$ cat config.mk
export PLATFORM = sky130hd
export DESIGN_NAME = burst_col_gen
export DESIGN_NICKNAME = d
export VERILOG_FILES = /design/src/rtl/bcg_pkg.sv /design/src/rtl/bcg_len_decode.sv /design/src/rtl/bcg_order_unit.sv /design/src/rtl/bcg_beat_ctrl.sv /design/src/rtl/burst_col_gen.sv
export SDC_FILE = /design/constraint.sdc
export NUM_CORES = 1
export LEC_CHECK = 0
export ABC_AREA = 1
export BUFFER_PORTS_ARGS = -buffer_cell sky130_fd_sc_hd__buf_2
export CAP_MARGIN = 10
export CORE_ASPECT_RATIO = 0.5
export CORE_MARGIN = 2
export CORE_UTILIZATION = 61
export DETAILED_ROUTE_END_ITERATION = 12
export PLACE_DENSITY = 0.88
export RECOVER_POWER = 25
export SYNTH_ARGS = -nofsm -noshare
export SYNTH_HDL_FRONTEND = slang
export SYNTH_HIERARCHICAL = 1
export SYNTH_SLANG_ARGS = --single-unit
$ cat constraint.sdc
create_clock -name clk -period 3.34 [get_ports clk]
set_input_delay 0.334 -clock clk [delete_from_list [all_inputs] [get_ports clk]]
set_output_delay 0.334 -clock clk [all_outputs]
set_load 0.005 [all_outputs]
$ cat src/rtl/bcg_pkg.sv
package bcg_pkg;
  localparam int COL_W      = 9;
  localparam int LEN_CODE_W = 3;
  localparam int MAX_FIX_LOG = 3;

  typedef enum logic {
    ORD_SEQ = 1'b0,
    ORD_ILV = 1'b1
  } order_e;
endpackage

$ cat src/rtl/bcg_len_decode.sv
module bcg_len_decode
  import bcg_pkg::*;
#(
  parameter int CW  = COL_W,
  parameter int LW  = LEN_CODE_W,
  parameter int MXL = MAX_FIX_LOG
) (
  input  logic [LW-1:0] code,
  output logic [CW-1:0] mask,
  output logic          full
);
  assign full = (int'(code) > MXL);

  for (genvar i = 0; i < CW; i++) begin : g_mask
    assign mask[i] = full | (i < int'(code));
  end
endmodule

$ cat src/rtl/bcg_order_unit.sv
module bcg_order_unit
  import bcg_pkg::*;
#(
  parameter int CW      = COL_W,
  parameter bit HAS_ILV = 1'b1
) (
  input  logic          clk,
  input  logic          rst_n,
  input  logic [CW-1:0] base,
  input  logic [CW-1:0] beat,
  input  logic [CW-1:0] mask,
  input  logic          ilv,
  output logic [CW-1:0] addr
);
  logic [CW-1:0] seq_addr;
  assign seq_addr = (base & ~mask) | ((base + beat) & mask);

  if (HAS_ILV) begin : g_ilv
    assign addr = ilv ? (base ^ (beat & mask)) : seq_addr;
  end else begin : g_seq
    logic unused_ilv;
    assign unused_ilv = ilv;
    assign addr = seq_addr;
  end

  // bits above the burst block follow the start column
  a_r3_upper_held: assert property (@(posedge clk) disable iff (!rst_n)
    (addr & ~mask) == (base & ~mask));
endmodule

$ cat src/rtl/bcg_beat_ctrl.sv
module bcg_beat_ctrl
  import bcg_pkg::*;
#(
  parameter int CW = COL_W
) (
  input  logic          clk,
  input  logic          rst_n,
  input  logic          start,
  input  logic [CW-1:0] start_col,
  input  logic [CW-1:0] dec_mask,
  input  logic          dec_full,
  input  logic          order_ilv,
  input  logic          stop,
  input  logic          ready,
  output logic          active,
  output logic [CW-1:0] base,
  output logic [CW-1:0] beat,
  output logic [CW-1:0] mask,
  output logic          ilv,
  output logic          full,
  output logic          last
);
  logic at_end;
  assign at_end = !full && (beat == mask);

  always_ff @(posedge clk) begin
    if (!rst_n) begin
      active <= 1'b0;
      base   <= '0;
      beat   <= '0;
      mask   <= '0;
      ilv    <= 1'b0;
      full   <= 1'b0;
    end else if (start) begin
      active <= 1'b1;
      base   <= start_col;
      beat   <= '0;
      mask   <= dec_mask;
      full   <= dec_full;
      ilv    <= order_ilv & ~dec_full;
    end else if (stop) begin
      active <= 1'b0;
    end else if (active && ready) begin
      if (at_end) active <= 1'b0;
      else        beat   <= beat + 1'b1;
    end
  end

  assign last = active && at_end;

  // full page never runs interleaved
  a_r6_full_seq: assert property (@(posedge clk) disable iff (!rst_n)
    full |-> !ilv);
  // counter stays inside the block in fixed mode
  a_r5_beat_in_block: assert property (@(posedge clk) disable iff (!rst_n)
    (active && !full) |-> ((beat & ~mask) == '0));
endmodule

$ cat src/rtl/burst_col_gen.sv
module burst_col_gen
  import bcg_pkg::*;
#(
  parameter int CW  = COL_W,
  parameter int LW  = LEN_CODE_W,
  parameter int MXL = MAX_FIX_LOG
) (
  input  logic          clk,
  input  logic          rst_n,
  input  logic          start,
  input  logic [CW-1:0] start_col,
  input  logic [LW-1:0] bl_sel,
  input  logic          order_sel,
  input  logic          stop,
  input  logic          col_ready,
  output logic          col_valid,
  output logic [CW-1:0] col_addr,
  output logic          col_last
);
  logic [CW-1:0] dec_mask, base, beat, mask;
  logic          dec_full, ilv, full, active, last;

  bcg_len_decode #(.CW(CW), .LW(LW), .MXL(MXL)) u_dec (
    .code (bl_sel),
    .mask (dec_mask),
    .full (dec_full)
  );

  bcg_beat_ctrl #(.CW(CW)) u_ctrl (
    .clk       (clk),
    .rst_n     (rst_n),
    .start     (start),
    .start_col (start_col),
    .dec_mask  (dec_mask),
    .dec_full  (dec_full),
    .order_ilv (order_sel == ORD_ILV),
    .stop      (stop),
    .ready     (col_ready),
    .active    (active),
    .base      (base),
    .beat      (beat),
    .mask      (mask),
    .ilv       (ilv),
    .full      (full),
    .last      (last)
  );

  bcg_order_unit #(.CW(CW), .HAS_ILV(1'b1)) u_ord (
    .clk   (clk),
    .rst_n (rst_n),
    .base  (base),
    .beat  (beat),
    .mask  (mask),
    .ilv   (ilv),
    .addr  (col_addr)
  );

  assign col_valid = active;
  assign col_last  = last;

  // nothing presented without a valid beat
  a_r1_last_needs_valid: assert property (@(posedge clk) disable iff (!rst_n)
    col_last |-> col_valid);
  // start loads the column
  a_r2_start_loads: assert property (@(posedge clk) disable iff (!rst_n)
    start |=> (col_valid && col_addr == $past(start_col)));
  // full page never flags a last beat
  a_r5_full_no_last: assert property (@(posedge clk) disable iff (!rst_n)
    (start && dec_full) |=> !col_last);
  // accepted last beat empties the stream
  a_r7_last_drains: assert property (@(posedge clk) disable iff (!rst_n)
    (col_valid && col_ready && col_last && !start) |=> !col_valid);
  // stop empties the stream
  a_r8_stop_drains: assert property (@(posedge clk) disable iff (!rst_n)
    (stop && !start) |=> !col_valid);
  // stall holds the stream
  a_r9_stall_hold: assert property (@(posedge clk) disable iff (!rst_n)
    (col_valid && !col_ready && !start && !stop) |=>
      (col_valid && $stable(col_addr) && $stable(col_last)));
endmodule

==> impl_metrics.py <==
metrics = {
    "setup_path": {
        "r2r-end": "u_ctrl/beat[0]$_SDFFE_PP0P_",
        "timing_worst_setup_path_type": "reg -> out",
        "critical-path-top-cell-by-count": "sky130_fd_sc_hd__nand2_1",
        "rr_startpoint": "u_ctrl/beat[2]$_SDFFE_PP0P_",
        "timing.critical_path.fanout_max": 9,
        "worstRegToRegCells": 9,
        "cpLargestDelayFamily": "adder cells",
        "r2r_slack_ns": 1.78,
        "critical_path_buf_inv_count": 4,
        "cpPeakStageDelay_ns": 0.49,
        "endpoint_kind": "output pin",
        "critPathLaunchType": "flip-flop",
        "timing.critical_path.slowest_stage_cell": "sky130_fd_sc_hd__dfxtp_1",
        "timing.critical_path.cells": "ha_1, inv_1, fa_1, inv_1, nand2_1, nand2_1, nand2_1, nand2_1, nand3_1, o21ai_0, inv_1, buf_2",
        "timing.critical_path.arrival_ns": 2.25,
        "required_ns": 3.01,
    },
    "global_route": {
        "grt_pass1_wl_mm": 9.11,
        "maximum_number_of_pins_on_one_net_before_global_route_repair": 22,
        "globalRouteTotalUtil_pct": 27.7,
        "overflow": 0,
        "antenna_violations_before_repair": 0,
        "first_global_vias": 2051,
    },
    "yosys": {
        "yosys.area.top_type_share_pct": 26.6,
        "ys_seq_area_share_pct": 26.6,
        "synth.cell_area_um2": 2260,
        "commonest_register_cell_after_synthesis": "sky130_fd_sc_hd__dfxtp_1",
        "yosysTopAreaCell": "sky130_fd_sc_hd__dfxtp_1",
        "synthesis.instances": 371,
        "postSynth.asyncResetShare_pct": 0,
        "synth_seq_cells": 30,
        "synth_area_per_cell_um2": 6.09,
        "synth_warnings": 6,
        "ys_types": 38,
        "synth_edf_count": 0,
        "netlist_top_cells_area": "sky130_fd_sc_hd__dfxtp_1 (27%), sky130_fd_sc_hd__nand2_1 (18%), sky130_fd_sc_hd__nand3_1 (9.1%)",
        "syn-num-nets": 399,
    },
    "power": {
        "power.density_nw_per_um2": 346,
        "power.ir.vdd_worst_mv": 0.190,
        "combinational_fraction_of_design_power_pct": 16.8,
        "power.switching_fraction_pct": 29.9,
        "p_clk_share_pct": 36.6,
        "cell_internal_power_uw": 596,
        "leakage_uw": 0.00119,
        "power_switching_uw": 254,
        "sequentialPowerShare_pct": 46.6,
    },
    "cts": {
        "clk_root_buffer_cell": "sky130_fd_sc_hd__clkbuf_8",
        "tritoncts": "yes",
        "cts.clk_slew.worst_paths_ns": 0.07,
        "clock_tree_buffer_depth": 2,
        "clock_tree.htree_level_count": 2,
        "holdBufCountCts": 0,
        "clkSinkCount": 30,
        "clock_latency_ns": 0.29,
        "cts_made_buffers": 5,
        "cts_resized": 0,
        "cts_post_setup_buffers_inserted": 0,
    },
    "hold_path": {
        "whs_endpoint": "u_ctrl/base[5]$_SDFFE_PN0P_",
        "whs_path_depth": 3,
        "holdCritStartpoint": "start_col[5]",
        "worst_hold_path_type": "in -> reg",
    },
    "drt": {
        "detail_route.drc_violations": 0,
        "wl_mm": 5.57,
        "routed_wire_length_per_instance_um": 12.6,
        "vias_per_cell": 5.46,
        "vias": 2415,
        "first_iter_violations": 175,
        "post_route_ant_nets": 0,
        "detailedRoute.firstPassIterationCount": 5,
    },
    "finish": {
        "final_design_area_no_fill_um2": 2460,
        "final.fill_count": 312,
        "final_nets": 418,
        "utilization_pct": 70.4,
        "finish.cell_count_without_fillers": 442,
        "antennaDiodeCount": 0,
        "area_growth_syn_to_fin_pct": 8.74,
        "drive_gt1_share_pct": 14.6,
    },
    "sta": {
        "setup_violations": 0,
        "slew_viol_final": 0,
        "min_period_over_period_pct": 77.5,
        "hold_violations": 0,
        "maxSlewHeadroom_pct": 35.1,
        "max_freq_mhz": 386,
        "transition_time_at_the_pin_with_the_least_slew_margin_ns": 0.974,
        "setup_tns_ns": 0,
        "post-route-worst-setup-slack_ns": 0.751,
        "setup_repair_after_global_routing_missed_its_margin": "false",
        "finClkSkew_ns": 0.00335,
        "fin_crit_ns": 2.59,
    },
    "outcome": {
        "outcome": "complete, no violations",
    },
    "placement": {
        "detailedPlace.worstSlack_ns": 1.12,
        "dp_hpwl_mm": 3.95,
        "port_buffers": 28,
        "place.detailed.instances": 434,
        "gp_congestion": 0.935,
        "post_detailed_placement_cell_area_um2": 2370,
    },
    "job": {
        "cap_viol_max_count": 0,
    },
    "die": {
        "placementRows": 15,
        "boundaryPins": 29,
        "core_area_um2": 3490,
        "initial_core_util_pct": 64.8,
        "die-area_um2": 4240,
        "die_x_um": 90.1,
        "dieHeight_um": 47.1,
    },
}
cell type report:
class / instances / area [um2] / area share [%]
Multi-Input combinational cell: 265 / 1340 / 54.5
Inverter: 59 / 221 / 9.01
Clock buffer: 7 / 86.3 / 3.51
Clock inverter: 1 / 5.00 / 0.204
Tap cell: 51 / 63.8 / 2.60
Timing Repair Buffer: 29 / 143 / 5.80
Sequential cell: 30 / 601 / 24.4
synth_stat cells (2+ instances only):
cell / n
sky130_fd_sc_hd__nor2_2: 10
sky130_fd_sc_hd__nand2_1: 110
sky130_fd_sc_hd__a211oi_1: 2
sky130_fd_sc_hd__ha_1: 9
sky130_fd_sc_hd__buf_2: 3
sky130_fd_sc_hd__buf_4: 4
sky130_fd_sc_hd__dfxtp_1: 30
sky130_fd_sc_hd__inv_1: 53
sky130_fd_sc_hd__inv_2: 4
sky130_fd_sc_hd__nor2_1: 33
sky130_fd_sc_hd__xnor2_1: 2
sky130_fd_sc_hd__clkbuf_1: 7
sky130_fd_sc_hd__clkinv_1: 2
sky130_fd_sc_hd__nand3_1: 41
sky130_fd_sc_hd__o21ai_0: 18
sky130_fd_sc_hd__a21oi_1: 6
sky130_fd_sc_hd__a22o_1: 2
sky130_fd_sc_hd__o21ai_1: 2
sky130_fd_sc_hd__nand4_1: 9
sky130_fd_sc_hd__nand3_2: 2
sky130_fd_sc_hd__nor3_1: 2
sky130_fd_sc_hd__nand3b_1: 4
worst min-delay path: cells and delay by family:
| family | cells | cell delay [ns] |
|---|---|---|
| buffers and inverters | 1 | 0.07 |
| and+or+nand+nor | 2 | 0.12 |
metrics by stage:
| stage | hold slack (ns) | power, uW |
|---|---|---|
| 2_1_floorplan | 0.441 | 505 |
| 3_3_place_gp | 0.453 | 537 |
| 3_5_place_dp | 0.471 | 544 |
| 4_1_cts | 0.269 | 849 |
| 5_1_grt | 0.267 | 888 |
| 6_report | 0.265 | 850 |
flip-flops by register name, summed over array words and instances (netlist names):
| signal | flops |
|---|---|
| u_ctrl/ilv | 1 |
| u_ctrl/base | 9 |
| u_ctrl/active | 1 |
| u_ctrl/mask | 9 |
| u_ctrl/beat | 9 |
| u_ctrl/full | 1 |
worst max path at each step:
stage             endpoint                   startpoint  cells past startpoint  slack (ns)
2_1_floorplan  col_addr[4]  u_ctrl/beat[0]$_SDFFE_PP0P_                     11        1.44
3_3_place_gp   col_addr[4]  u_ctrl/beat[0]$_SDFFE_PP0P_                     12        1.18
3_5_place_dp   col_addr[4]  u_ctrl/beat[0]$_SDFFE_PP0P_                     12        1.12
4_1_cts        col_addr[4]  u_ctrl/beat[0]$_SDFFE_PP0P_                     12        0.79
5_1_grt        col_addr[4]  u_ctrl/beat[0]$_SDFFE_PP0P_                     12        0.59
6_report       col_addr[4]  u_ctrl/beat[0]$_SDFFE_PP0P_                     12        0.75
cells in the final DEF (no fill, tap or decap):
cell type / n
sky130_fd_sc_hd__nand2_1: 110
sky130_fd_sc_hd__nor2_1: 33
sky130_fd_sc_hd__nand3b_1: 4
sky130_fd_sc_hd__o21bai_1: 1
sky130_fd_sc_hd__nor3_2: 1
sky130_fd_sc_hd__a22o_1: 2
sky130_fd_sc_hd__ha_1: 9
sky130_fd_sc_hd__and2_4: 1
sky130_fd_sc_hd__o21ai_1: 2
sky130_fd_sc_hd__clkbuf_1: 3
sky130_fd_sc_hd__or2_4: 1
sky130_fd_sc_hd__nand4_2: 1
sky130_fd_sc_hd__dfxtp_1: 30
sky130_fd_sc_hd__nand3_1: 41
sky130_fd_sc_hd__buf_2: 27
sky130_fd_sc_hd__inv_1: 53
sky130_fd_sc_hd__a21boi_0: 1
sky130_fd_sc_hd__nor3_1: 2
sky130_fd_sc_hd__xor2_1: 1
sky130_fd_sc_hd__clkbuf_8: 6
sky130_fd_sc_hd__o22ai_1: 1
sky130_fd_sc_hd__nand4_1: 9
sky130_fd_sc_hd__a21oi_1: 6
sky130_fd_sc_hd__fa_1: 1
sky130_fd_sc_hd__nor2_2: 10
sky130_fd_sc_hd__nor2_4: 1
sky130_fd_sc_hd__inv_2: 4
sky130_fd_sc_hd__xnor2_1: 2
sky130_fd_sc_hd__a211oi_1: 2
sky130_fd_sc_hd__nand2_2: 1
sky130_fd_sc_hd__o21ai_0: 18
sky130_fd_sc_hd__or2_1: 1
sky130_fd_sc_hd__nand2_4: 1
sky130_fd_sc_hd__clkinv_2: 1
sky130_fd_sc_hd__nand3_2: 2
sky130_fd_sc_hd__clkinv_1: 2
metal layers:
metal  up-vias  part of all wire (%)  global-route usage (%)
li1       1203                     -                       -
met1      1071                    44                    35.3
met2       125                    44                    47.5
met3        16                    10                    8.35
met4         0                   1.8                    8.62
met5         -                     0                       0
kinds of logic after synthesis:
group           share of synthesized area (%)
fa+ha+maj                                5.87
compound gates                           8.14
buf+inv                                  14.2
flops                                    26.6
xor+xnor                                 1.16
simple gates                             44.1
power by group through the flow:
stage | registers [uW] | logic (uW) | clock network [uW]
3_5_place_dp | 403 | 141 | 0
3_3_place_gp | 401 | 136 | 0
6_report | 396 | 143 | 311
2_1_floorplan | 395 | 110 | 0
5_1_grt | 398 | 160 | 330
4_1_cts | 395 | 142 | 312
(Power assumes the default switching activity.)
